===== src/rtl/gsat_search_ctrl.sv =====
module gsat_search_ctrl #(
  parameter int NV      = 8,
  parameter int NC      = 16,
  parameter int MAX_ATT = 16
) (
  input  logic                      clk,
  input  logic                      rst_n,
  input  logic                      start,
  input  logic                      rnd_bit,
  output logic [NV-1:0]             trk_asg,
  input  logic [$clog2(NC+1)-1:0]   trk_sat,
  output logic                      trk_eval,
  output logic                      busy,
  output logic                      done,
  output logic                      success,
  output logic [NV-1:0]             result
);

  localparam int IW = (NV > 1) ? $clog2(NV) : 1;
  localparam int CW = $clog2(NC+1);
  localparam int GW = CW + 1;
  localparam int AW = $clog2(MAX_ATT+1);
  localparam logic signed [GW-1:0] GAIN_MIN = {1'b1, {(GW-1){1'b0}}};

  typedef enum logic [2:0] {S_IDLE, S_RAND, S_INIT, S_CHECK, S_SCAN, S_PICK} state_t;

  state_t                 state;
  logic [NV-1:0]          base;
  logic [IW-1:0]          idx, best_idx;
  logic [CW-1:0]          base_cnt;
  logic signed [GW-1:0]   best, gain;
  logic [AW-1:0]          att;
  logic                   take, last, solved, spent;

  assign gain     = $signed({1'b0, trk_sat}) - $signed({1'b0, base_cnt});
  assign take     = (gain > best) || ((gain == best) && rnd_bit);
  assign last     = (idx == IW'(NV-1));
  assign solved   = (base_cnt == CW'(NC));
  assign spent    = (att == AW'(MAX_ATT));
  assign busy     = (state != S_IDLE);
  assign trk_eval = (state == S_INIT) || (state == S_SCAN);
  assign trk_asg  = (state == S_SCAN) ? (base ^ (NV'(1) << idx)) : base;

  always_ff @(posedge clk or negedge rst_n) begin
    if (!rst_n) begin
      state    <= S_IDLE;
      base     <= '0;
      idx      <= '0;
      best_idx <= '0;
      base_cnt <= '0;
      best     <= GAIN_MIN;
      att      <= '0;
      done     <= 1'b0;
      success  <= 1'b0;
      result   <= '0;
    end else begin
      done <= 1'b0;
      case (state)
        S_IDLE: begin
          if (start) begin
            state   <= S_RAND;
            idx     <= '0;
            att     <= '0;
            success <= 1'b0;
          end
        end
        S_RAND: begin
          base <= {rnd_bit, base[NV-1:1]};
          idx  <= idx + IW'(1);
          if (last) state <= S_INIT;
        end
        S_INIT: begin
          base_cnt <= trk_sat;
          state    <= S_CHECK;
        end
        S_CHECK: begin
          if (solved || spent) begin
            done    <= 1'b1;
            success <= solved;
            result  <= base;
            state   <= S_IDLE;
          end else begin
            idx   <= '0;
            best  <= GAIN_MIN;
            state <= S_SCAN;
          end
        end
        S_SCAN: begin
          if (take) begin
            best     <= gain;
            best_idx <= idx;
          end
          idx <= idx + IW'(1);
          if (last) state <= S_PICK;
        end
        S_PICK: begin
          base     <= base ^ (NV'(1) << best_idx);
          base_cnt <= base_cnt + CW'(best);
          if (best <= 0) att <= att + AW'(1);
          state <= S_CHECK;
        end
        default: state <= S_IDLE;
      endcase
    end
  end

  assert_start_taken_R2: assert property (@(posedge clk) disable iff (!rst_n)
    (!busy && start) |=> (busy && !success));

  assert_walk_order_R4: assert property (@(posedge clk) disable iff (!rst_n)
    (state == S_SCAN && !last) |=> (state == S_SCAN && idx == $past(idx) + IW'(1)));

  assert_eval_in_search_R4: assert property (@(posedge clk) disable iff (!rst_n)
    trk_eval |-> busy);

  assert_attempt_bound_R7: assert property (@(posedge clk) disable iff (!rst_n)
    att <= AW'(MAX_ATT));

  assert_success_full_R8: assert property (@(posedge clk) disable iff (!rst_n)
    (done && success) |-> (base_cnt == CW'(NC)));

  assert_done_single_R9: assert property (@(posedge clk) disable iff (!rst_n)
    done |=> !done);

  assert_done_idle_R10: assert property (@(posedge clk) disable iff (!rst_n)
    done |-> (!busy && result == base));

  assert_hold_R10: assert property (@(posedge clk) disable iff (!rst_n)
    (!busy && !start) |=> ($stable(success) && $stable(result)));

endmodule


===== config.mk =====
export PLATFORM = sky130hd
export DESIGN_NAME = gsat_search_ctrl
export DESIGN_NICKNAME = d
export VERILOG_FILES = /design/src/rtl/gsat_search_ctrl.sv
export SDC_FILE = /design/constraint.sdc
export NUM_CORES = 1
export LEC_CHECK = 0
export BUFFER_PORTS_ARGS = -buffer_cell sky130_fd_sc_hd__buf_4
export CAP_MARGIN = 5
export CORE_ASPECT_RATIO = 0.7
export CORE_MARGIN = 1
export CORE_UTILIZATION = 25
export CTS_CLUSTER_SIZE = 8
export DETAILED_ROUTE_END_ITERATION = 7
export GPL_TIMING_DRIVEN = 0
export PLACE_DENSITY = 0.52
export SKIP_LAST_GASP = 1
export SLEW_MARGIN = 25
export SYNTH_ARGS = -nofsm -noshare
export SYNTH_HDL_FRONTEND = slang
export SYNTH_SLANG_ARGS = --single-unit

===== constraint.sdc =====
create_clock -name clk -period 5.24 [get_ports clk]
set_clock_uncertainty 0.1 [all_clocks]
set_input_delay 0 -clock clk [delete_from_list [all_inputs] [get_ports clk]]
set_output_delay 0 -clock clk [all_outputs]
set_load 0.01 [all_outputs]

==> results of run 1 <==
==> critical path: cells and delay by family (launching register included) <==
kind,cells,cell delay [ps]
compound gates,2,350
xor+xnor,1,110
fa+ha+maj,3,940
buf+inv,1,60
flops,1,470
mux,1,360
simple gates,4,650
==> cell usage in the layout (no fill, tap or decap), drive strengths merged, types with 10 or more instances in the layout <==
master | netlist | final
o21ai | 21 | 21
dfrtp | 42 | 42
inv | 23 | 23
a21oi | 20 | 20
clkbuf | 8 | 14
ha | 23 | 23
nand3 | 18 | 18
buf | 5 | 33
nor2 | 10 | 10
mux2 | 15 | 15
nand2 | 34 | 34
==> worst paths after layout <==
path	endpoint	slack, ps	cells after the start
worst max-delay path	best_idx[2]	2090	12
worst min-delay path	base_cnt[1]	60	4
worst max register to register	best_idx[2]	2090	12
worst min register to register	success	380	2
max in group asynchronous	best[5]	4500	2
min in group asynchronous	att[3]	140	2
==> area by class of cell <==
| type | instances | area (um2) |
|---|---|---|
| clock inverters | 2 | 12.5 |
| inverters | 23 | 86.3 |
| multi-input cells | 226 | 1640 |
| fillers | 1157 | 7640 |
| plain buffers | 13 | 67.6 |
| flip-flops and latches | 43 | 1080 |
| clock buffers | 6 | 129 |
| well taps | 153 | 191 |
| repair buffers | 32 | 250 |
==> registers in the layout, indices dropped and copies added, names as in the netlist, 3 cells and up <==
signal and count:
att 5, base 8, base_cnt 5, best 6
best_idx 3, idx 3, result 8, state 3
==> report_power, final <==
part / switching (uW) / internal [uW] / total [uW]
combinational: 605 / 492 / 1100
clock: 130 / 176 / 306
sequential: 137 / 460 / 597
==> synthesized netlist by cell type, types with 2 or more instances <==
| library cell | instances | area (um2) |
|---|---|---|
| dfrtp_1 | 42 | 1050 |
| clkbuf_1 | 7 | 26.3 |
| ha_1 | 23 | 288 |
| o2bb2ai_1 | 4 | 35.0 |
| o21ai_0 | 21 | 105 |
| mux2_2 | 14 | 158 |
| nand2_2 | 2 | 12.5 |
| buf_2 | 2 | 10.0 |
| or3_1 | 2 | 12.5 |
| nand3_1 | 17 | 85.1 |
| fa_1 | 2 | 40.0 |
| nand2b_1 | 4 | 25.0 |
| xnor2_1 | 9 | 78.8 |
| a21o_1 | 4 | 30.0 |
| xor2_1 | 5 | 43.8 |
| nand2_1 | 32 | 120 |
| nor3b_1 | 4 | 30.0 |
| mux2i_1 | 6 | 60.1 |
| nor2_1 | 8 | 30.0 |
| inv_2 | 2 | 7.51 |
| a22o_1 | 2 | 17.5 |
| nor3_1 | 4 | 20.0 |
| nor2b_1 | 3 | 18.8 |
| and3_1 | 2 | 12.5 |
| a22oi_1 | 3 | 22.5 |
| o22ai_1 | 9 | 56.3 |
| buf_6 | 2 | 22.5 |
| a21oi_1 | 20 | 100 |
| inv_1 | 21 | 78.8 |
==> layer usage <==
metal  part of all wire, %  wire (um)  up-vias
li1                      -          -     1161
met1                    54       3770     1100
met2                    41       2860       48
met3                   3.8        261        4
met4                  0.69         48        0
met5                     0          0        -
==> logic make-up after synthesis <==
group	after synthesis	share of synthesized area (%)
multiplexers	21	7.97
flip-flops	43	37.5
AO/OA/AOI/OAI	74	16.1
buffers and inverters	36	5.36
AND/OR/NAND/NOR	92	17.4
XOR/XNOR	14	4.27
adder cells (fa/ha/maj)	25	11.4
==> stage by stage <==
step                      hold WS (ps)  std cells  instance area [um2]
after floorplan                   -396        305                 2870
after global placement           -58.8        486                 3270
after detailed placement         -58.3        486                 3270
after CTS                         52.1        498                 3450
after global routing               121        498                 3450
final                             55.8        498                 3450
==> impl_metrics.csv, run 1 <==
group,metric,value,unit
cts,h-tree-depth,2,
cts,clock_latency,290,ps
routing,antenna_left,0,
critical_path,arrival,3220,ps
global_route,grt_max_degree,44,
global_route,grt_pass1_vias,2252,
placement,io_buffers,28,
floorplan,die_width,130,um
global_route,grtUsageMet3,3.09,%
timing,fmax,317,MHz
cts,cts_tree,"built",
critical_path,slowest_stage,"dfrtp_1",
global_route,met1_usage,19.5,%
layout,area_growth,20.3,%
routing,drc_errors,0,
power_and_ir_drop,vdd_drop_max,0.000183,V
timing,finalHoldViolCount,0,
logic_synthesis,syn-instance-count,305,
routing,num_vias,2313,
placement,place_ws,2140,ps
timing,report.final.slew_viol_count,0,
layout,drive_gt1_share,21.2,%
critical_path,worstPathRequired,5310,ps
min_path,hp-class,"input port to flip-flop",
routing,drt_first_pass_iters,5,
layout,post-route-util,31.1,%
cts,cts_buffers,5,
critical_path,r2r_start,"base_cnt[0]",
timing,finalSetupViolCount,0,
cts,hold_buffers,4,
timing,tightest_slew,666,ps
status,status,"finished clean",
min_path,hp-start,"trk_sat[1]",
logic_synthesis,yosys_warnings,0,
logic_synthesis,ys_types,58,
critical_path,startpoint_type,"flip-flop",
critical_path,critical-path-max-stage-delay,470,ps
power_and_ir_drop,p_per_area,579,nW/um2
routing,detail_route.iter0.violations,185,
timing,post-route-period-util,60.1,%
layout,nNetsFinal,378,
floorplan,num_rows,32,
logic_synthesis,synth_enable_flop_cells,0,
logic_synthesis,syn_area_per_cell,9.41,um2
layout,diodes,0,
routing,wire_per_inst,13.9,um
timing,tns,0,ps
floorplan,dieHeight,91.7,um
global_route,grt_antenna_before_repair,0,
placement,gp_congestion,0.824,
critical_path,cp_cell_sequence,"ha_1, inv_1, fa_1, a21o_1, a21oi_1, xnor2_1, ha_1, nand4_1, nor3_1, nor3_2, nand2_2, mux2_2",
power_and_ir_drop,leakagePower,0.00153,uW
cts,clock_path_buffers,2,
run,cap_violations,0,
logic_synthesis,synth_seq_cells,43,
critical_path,crit_start,"base_cnt[0]",
global_route,overflow,0,
logic_synthesis,synth_area,2870,um2
cts,post_cts.repair.setup_buffers,0,
critical_path,cp_common_cell,"ha_1",
cts,clockRootBuffer,"clkbuf_16",
global_route,grt_usage,12.9,%
logic_synthesis,ys.flop_type,"dfrtp_1",
floorplan,io_pins,29,
global_route,use_met2,18.2,%
placement,hpwl,5.30,mm
power_and_ir_drop,power.total,2000,uW
logic_synthesis,yosysSeqAreaShare,37.5,%
global_route,busiest_layer,"met1",
floorplan,core,11100,um2
routing,routed_wl,6.94,mm
logic_synthesis,postSynthNetCount,339,
timing,relSlewSlack,55.4,%
critical_path,path_max_fanout,7,
cts,cts_sinks,43,
timing,setup_ws,2090,ps
floorplan,die-area,11900,um2
cts,clk_pin_slew,60,ps
timing,rsz0062_at_grt,"no",
cts,cts_resized,0,
logic_synthesis,synthArstFlopShare,100,%
floorplan,initial_core_util,25.9,%
timing,period_needed,3150,ps
global_route,grt_pass1_wl,11.7,mm
critical_path,cp-end-kind,"flip-flop",
critical_path,critical_path_class,"flip-flop to flip-flop",
routing,avgViaCountPerCell,4.64,
No activity file was read; power rests on OpenSTA's default activity.
==> run 2: changes to the inputs <==
==> constraint.sdc (replaced) <==
create_clock -name clk -period 3.1 [get_ports clk]
set_clock_uncertainty 0.1 [all_clocks]
set_input_delay 0 -clock clk [delete_from_list [all_inputs] [get_ports clk]]
set_output_delay 0 -clock clk [all_outputs]
set_load 0.01 [all_outputs]
==> run 2 against run 1 <==
Effect of this change:
- global-route usage did not move
- sequential cell count did not move
- non-clock buffer count up 6
- total power rose by 72%
- register-to-register slack worse by 1900 ps
- combinational power rose by 75%
- final cell count increased by 1.2%
- critical endpoint unchanged
- highest routed layer unchanged
==> impl_metrics.csv, run 2 (synthesized netlist as in run 1, its figures left out) <==
group,metric,value,unit
floorplan,dieHeight,91.7,um
power_and_ir_drop,power.total,3450,uW
layout,diodes,0,
layout,layout_commonest_cell,"dfrtp_1",
cts,clock_latency,290,ps
placement,hpwl,5.30,mm
power_and_ir_drop,cell_internal_pwr,1940,uW
placement,dpl-instance-area,3270,um2
critical_path,rr_worst_depth,11,
critical_path,path_max_fanout,7,
critical_path,startpoint_type,"flip-flop",
timing,setup_ws,141,ps
critical_path,critical-path-max-stage-delay,410,ps
global_route,grt_usage,12.9,%
routing,wire_per_inst,13.9,um
timing,finalHoldViolCount,0,
critical_path,cp_num_buf_inv,1,
cts,clk_pin_slew,60,ps
global_route,grt_pass1_wl,11.7,mm
power_and_ir_drop,p_sw,1500,uW
timing,relSlewSlack,57.1,%
floorplan,io_pins,29,
power_and_ir_drop,leakagePower,0.00155,uW
cts,clockRootBuffer,"clkbuf_16",
timing,period_needed,2960,ps
layout,nNetsFinal,384,
placement,io_buffers,28,
placement,place_ws,-1.70,ps
power_and_ir_drop,p_comb_share,55.7,%
layout,reg.largest.list,"base x8, result x8, best x6",
timing,fmax,338,MHz
layout,final_cell_area,3520,um2
routing,drc_errors,0,
timing,tightest_slew,642,ps
routing,wl_met3,223,um
global_route,grt_pass1_vias,2252,
timing,post-route-period-util,95.5,%
placement,gp_congestion,0.824,
status,status,"finished clean",
layout,area_growth,22.4,%
routing,num_vias,2319,
min_path,hp-class,"input port to flip-flop",
critical_path,cp_num_cells,11,
power_and_ir_drop,vdd_drop_max,0.000314,V
layout,drive_gt1_share,23.9,%
cts,cts_buffers,5,
floorplan,core,11100,um2
routing,routed_wl,6.98,mm
global_route,grt_max_degree,44,
timing,report.final.slew_viol_count,0,
cts,clock_path_buffers,2,
global_route,overflow,0,
floorplan,die_width,130,um
floorplan,num_rows,32,
layout,final_cell_mix,"dfrtp_1, buf_4, nand2_1",
routing,avgViaCountPerCell,4.60,
floorplan,die-area,11900,um2
power_and_ir_drop,p_clk_share,15.0,%
critical_path,critical_path_class,"flip-flop to flip-flop",
power_and_ir_drop,p_per_area,981,nW/um2
routing,m1WireLength,3.84,mm
critical_path,worstPathRequired,3170,ps
timing,finalSetupViolCount,0,
routing,detail_route.iter0.violations,167,
floorplan,initial_core_util,25.9,%
critical_path,arrival,3030,ps
run,cap_violations,0,
routing,drt_first_pass_iters,4,
power_and_ir_drop,power_frac_seq,29.3,%
cts,cts_sinks,43,
cts,cts_tree,"built",
global_route,grt_antenna_before_repair,0,
cts,h-tree-depth,2,
critical_path,cpLargestDelayFamily,"adder cells",
critical_path,slowest_stage,"dfrtp_2",
routing,antenna_left,0,
routing,top_layer,"met4",
critical_path,cp_cell_sequence,"ha_2, inv_1, fa_1, a21o_1, a21oi_1, xnor2_1, ha_1, nand4_1, o2111ai_2, nand2_2, mux2_2",
power_and_ir_drop,swShare,43.6,%
critical_path,cp-end-kind,"flip-flop",
routing,met2WireLength,2.87,mm
min_path,holdPathStages,4,
[run 2: changes by cell type in the layout (fill, tap and decap cells not counted)]
cell,before,now
buf_4,28,34
dfrtp_1,42,40
dfrtp_2,0,2
ha_1,23,22
ha_2,0,1
nor3_1,4,3
nor3_2,1,2
o2111ai_1,1,0
o2111ai_2,0,1
o21ai_0,21,20
o21ai_1,0,1
[run 2: metal layers]
metal  vias up  track usage, %
met5         -               0
met4         0            3.20
met3         4            3.09
met2        36            18.2
met1      1109            19.5
li1       1170               -
[run 2: worst paths after layout]
| path | from | to | slack (ps) |
|---|---|---|---|
| min | trk_sat[1] | base_cnt[1] | 50 |
| max in group asynchronous | rst_n | base_cnt[2] | 2350 |
| min reg2reg | success | success | 380 |
| min in group asynchronous | rst_n | att[3] | 140 |
| max | base_cnt[0] | best_idx[2] | 140 |
| max reg2reg | base_cnt[0] | best_idx[2] | 140 |
[run 2: worst register-to-register path, stage by stage (launching register included)]
cell	delay, ps
dfrtp_2	410
ha_2	210
inv_1	50
fa_1	390
a21o_1	180
a21oi_1	170
xnor2_1	110
ha_1	310
nand4_1	140
o2111ai_2	290
nand2_2	180
mux2_2	310
[run 2: layout make-up]
cell class                 count  area, um2
fill                        1153       7570
multi-input combinational    226       1650
sequential                    43       1080
timing repair buffer          38        295
tap                          153        191
clock buffer                   6        129
inverter                      23       86.3
buffer                        13       67.6
clock inverter                 2       12.5
[run 2: timing repair]
action | 4_1_cts | 5_1_grt
setup endpoints to repair | 5 | 8
pin swaps | 0 | 5
hold buffers | 4 | 0
endpoints found under the hold margin | 45 | 0
resized for setup | 1 | 5
buffers inserted | 0 | 6
[run 2: metrics by stage]
step	hold WS [ps]	setup TNS, ps	util (%)	cells
after global routing	121	-1.63	31.7	504
after global placement	-58.8	0	29.5	486
after floorplan	-396	0	-	305
after detailed placement	-58.3	-1.70	29.5	486
final	50.6	0	31.7	504
after CTS	52.1	0	31.2	498
[run 2: power groups by stage]
stage	logic, uW	clock network (uW)	registers [uW]
2_1_floorplan	1340	0	967
3_3_place_gp	1830	0	1010
3_5_place_dp	1850	0	1020
4_1_cts	1870	539	1010
5_1_grt	2160	568	1040
6_report	1920	517	1010
==> run 3: changes to the inputs <==
--- a/config.mk
+++ b/config.mk
@@ -5,15 +5,16 @@
 export SDC_FILE = /design/constraint.sdc
 export NUM_CORES = 1
 export LEC_CHECK = 0
+export ABC_AREA = 1
 export BUFFER_PORTS_ARGS = -buffer_cell sky130_fd_sc_hd__buf_4
 export CAP_MARGIN = 5
 export CORE_ASPECT_RATIO = 0.7
 export CORE_MARGIN = 1
-export CORE_UTILIZATION = 25
+export CORE_UTILIZATION = 45
 export CTS_CLUSTER_SIZE = 8
 export DETAILED_ROUTE_END_ITERATION = 7
 export GPL_TIMING_DRIVEN = 0
-export PLACE_DENSITY = 0.52
+export PLACE_DENSITY = 0.76
 export SKIP_LAST_GASP = 1
 export SLEW_MARGIN = 25
 export SYNTH_ARGS = -nofsm -noshare
==> constraint.sdc (replaced) <==
create_clock -name clk -period 3.1 [get_ports clk]
set_clock_uncertainty 0.1 [all_clocks]
set_input_delay 0.155 -clock clk [delete_from_list [all_inputs] [get_ports clk]]
set_output_delay 0.155 -clock clk [all_outputs]
set_load 0.01 [all_outputs]
==> run 3 against run 2 <==
Effect of this change:
- highest routed layer unchanged
- critical endpoint is now best[4]
- sequential cell count did not move
- first-iteration DRC count shrank 7.8%
- largest cell class unchanged
- sequential share of layout area increased by 1.5 points
==> impl_metrics.csv, run 3 <==
group,metric,value,unit
routing,detail_route.iter0.violations,154,
timing,report.final.slew_viol_count,0,
cts,cts_tree,"built",
layout,final_cell_mix,"nand2_1, inv_1, dfrtp_1",
critical_path,worstPathRequired,3190,ps
global_route,grt_max_degree,44,
logic_synthesis,synth_enable_flop_cells,0,
critical_path,timing.reg2reg.setup_slack,40,ps
cts,clock_latency,300,ps
routing,routed_wl,6.76,mm
power_and_ir_drop,vdd_drop_max,0.000499,V
placement,hpwl,4.85,mm
logic_synthesis,ys_types,27,
routing,antenna_left,0,
min_path,hold_path_end,"base_cnt[1]",
layout,layout_commonest_cell,"nand2_1",
placement,gp_congestion,0.862,
critical_path,critical_path_class,"flip-flop to flip-flop",
timing,post-route-period-util,98.7,%
min_path,hp-start,"trk_sat[1]",
logic_synthesis,ys.flop_type,"dfrtp_1",
global_route,grt_pass1_vias,2264,
critical_path,r2r_end,"best[4]",
floorplan,dieHeight,67.7,um
min_path,holdPathStages,3,
routing,num_vias,2472,
layout,drive_gt1_share,19.7,%
placement,io_buffers,28,
floorplan,die-area,6500,um2
logic_synthesis,postSynthNetCount,385,
critical_path,cp-end-kind,"flip-flop",
logic_synthesis,synth_seq_cells,43,
cts,clock_path_buffers,2,
timing,finalSetupViolCount,0,
timing,tns,0,ps
global_route,grt_antenna_before_repair,0,
timing,finalHoldViolCount,0,
global_route,overflow,0,
cts,clockRootBuffer,"clkbuf_8",
layout,nNetsFinal,424,
logic_synthesis,yosysSeqAreaShare,38.8,%
floorplan,num_rows,23,
layout,final_cell_area,3340,um2
floorplan,die_width,95.9,um
logic_synthesis,syn_area_per_cell,7.91,um2
routing,avgViaCountPerCell,5.30,
power_and_ir_drop,leakagePower,0.00170,uW
timing,holdWs,74.3,ps
routing,drc_errors,0,
logic_synthesis,synth_area,2780,um2
critical_path,arrival,3150,ps
critical_path,rr_worst_depth,21,
cts,clk_pin_slew,80,ps
critical_path,r2r_start,"base_cnt[0]",
floorplan,core,5840,um2
logic_synthesis,syn-instance-count,351,
logic_synthesis,synth_top_cell_area_share,37.8,%
timing,period_needed,3060,ps
timing,fmax,327,MHz
status,status,"finished clean",
layout,reg.largest.list,"base x8, result x8, best x6",
layout,fillCellCount,533,
floorplan,initial_core_util,47.5,%
logic_synthesis,yosysTopAreaCell,"dfrtp_1",
timing,relSlewSlack,63.4,%
logic_synthesis,synthArstFlopShare,100,%
power_and_ir_drop,p_per_area,1110,nW/um2
routing,drt_first_pass_iters,4,
timing,tightest_slew,549,ps
min_path,hp-class,"input port to flip-flop",
logic_synthesis,synthTopCellsByCount,"nand2_1, inv_1, dfrtp_1, o21ai_0, nand3_1",
critical_path,startpoint_type,"flip-flop",
run,cap_violations,0,
logic_synthesis,yosys_warnings,0,
cts,cts_sinks,43,
layout,area_growth,20.2,%
timing,setup_ws,40.4,ps
placement,place_ws,-38.4,ps
critical_path,path_max_fanout,6,
global_route,grt_usage,22.1,%
power_and_ir_drop,power.total,3720,uW
routing,wire_per_inst,14.5,um
logic_synthesis,yosys-top-cells-area,"dfrtp_1, ha_1, nand2_1",
logic_synthesis,yosysMostFrequentCell,"nand2_1",
cts,cts_buffers,5,
placement,dpl-instance-area,3080,um2
floorplan,io_pins,29,
cts,h-tree-depth,2,
global_route,grt_pass1_wl,10.7,mm
layout,diodes,0,
-- run 3: changes by cell type in the layout (fill, tap and decap cells not counted), sizes merged, moves of 11 or more --
cell	before	now
inv	23	55
mux2	15	0
nand2	34	69
nor2	10	21
o21ai	21	44
xor2	5	23
-- run 3: area by class of cell --
class,instances,area (um2),area share (%)
Sequential cell,43,1080,32.3
Clock buffer,6,82.6,2.47
Buffer,9,55.1,1.65
Clock inverter,2,35.0,1.05
Multi-Input combinational cell,244,1540,46.2
Timing Repair Buffer,32,246,7.38
Tap cell,75,93.8,2.81
Inverter,55,206,6.18
-- run 3: routing by layer --
| metal | vias up | global-route usage [%] | share of wire [%] | routed length, um |
|---|---|---|---|---|
| li1 | 1203 | - | - | - |
| met1 | 1185 | 32.1 | 47 | 3170 |
| met2 | 71 | 33.0 | 45 | 3030 |
| met3 | 13 | 4.50 | 6.7 | 454 |
| met4 | 0 | 6.72 | 1.6 | 105 |
| met5 | - | 0 | 0 | 0 |
-- run 3: worst max-delay path, stage by stage, from the launching register on --
cell and delay [ps]:
dfrtp_1 370, ha_2 190, inv_2 40, fa_2 390, nand2_2 80, inv_2 50, o21ai_2 140, nand2_2 80
xnor2_2 200, inv_2 80, ha_4 270, nand2_4 60, nor2_4 120, nand2_2 90, nand3_2 80, nand2_2 50
inv_1 60, nand2_1 70, nand2_2 150, nand2_4 100, nand2_1 100, nand2_2 50
-- run 3: per-stage QoR --
stage	instances	util, %
after floorplan	351	-
after global placement	454	52.8
after detailed placement	454	52.8
after CTS	464	55.2
after global routing	466	57.2
final	466	57.2
-- run 3: how the worst max path moves through the flow --
stage                      from  endpoint
floorplan           base_cnt[0]   best[0]
global placement    base_cnt[0]   best[4]
detailed placement  base_cnt[0]   best[4]
CTS                 base_cnt[0]   best[4]
global route        base_cnt[0]   best[4]
finish              base_cnt[0]   best[4]
-- run 3: what timing repair did --
action | 4_1_cts | 5_1_grt
cloned | 0 | 1
setup endpoints to repair | 8 | 9
setup buffers | 1 | 1
hold buffers | 1 | 0
pin swaps | 0 | 15
hold endpoints to repair | 42 | 0
gates resized for setup | 2 | 30
-- run 3: kinds of logic (layout without fill, tap and decap cells) --
logic type                 count (synthesis)  in the layout  share of synthesized area (%)
and+or+nand+nor                          125            125                           18.8
AOI/OAI and AO/OA                         69             69                           13.4
buffers and inverters                     64            104                           9.28
DFF                                       43             43                           38.8
adders and majority gates                 25             25                           11.8
xor gates and xnor gates                  25             25                           7.88
-- run 3: power by group --
group          internal [uW]  total, uW  switching, uW
combinational            899       2310           1410
clock                    261        457            196
sequential               785        949            164
total                   1940       3720           1770
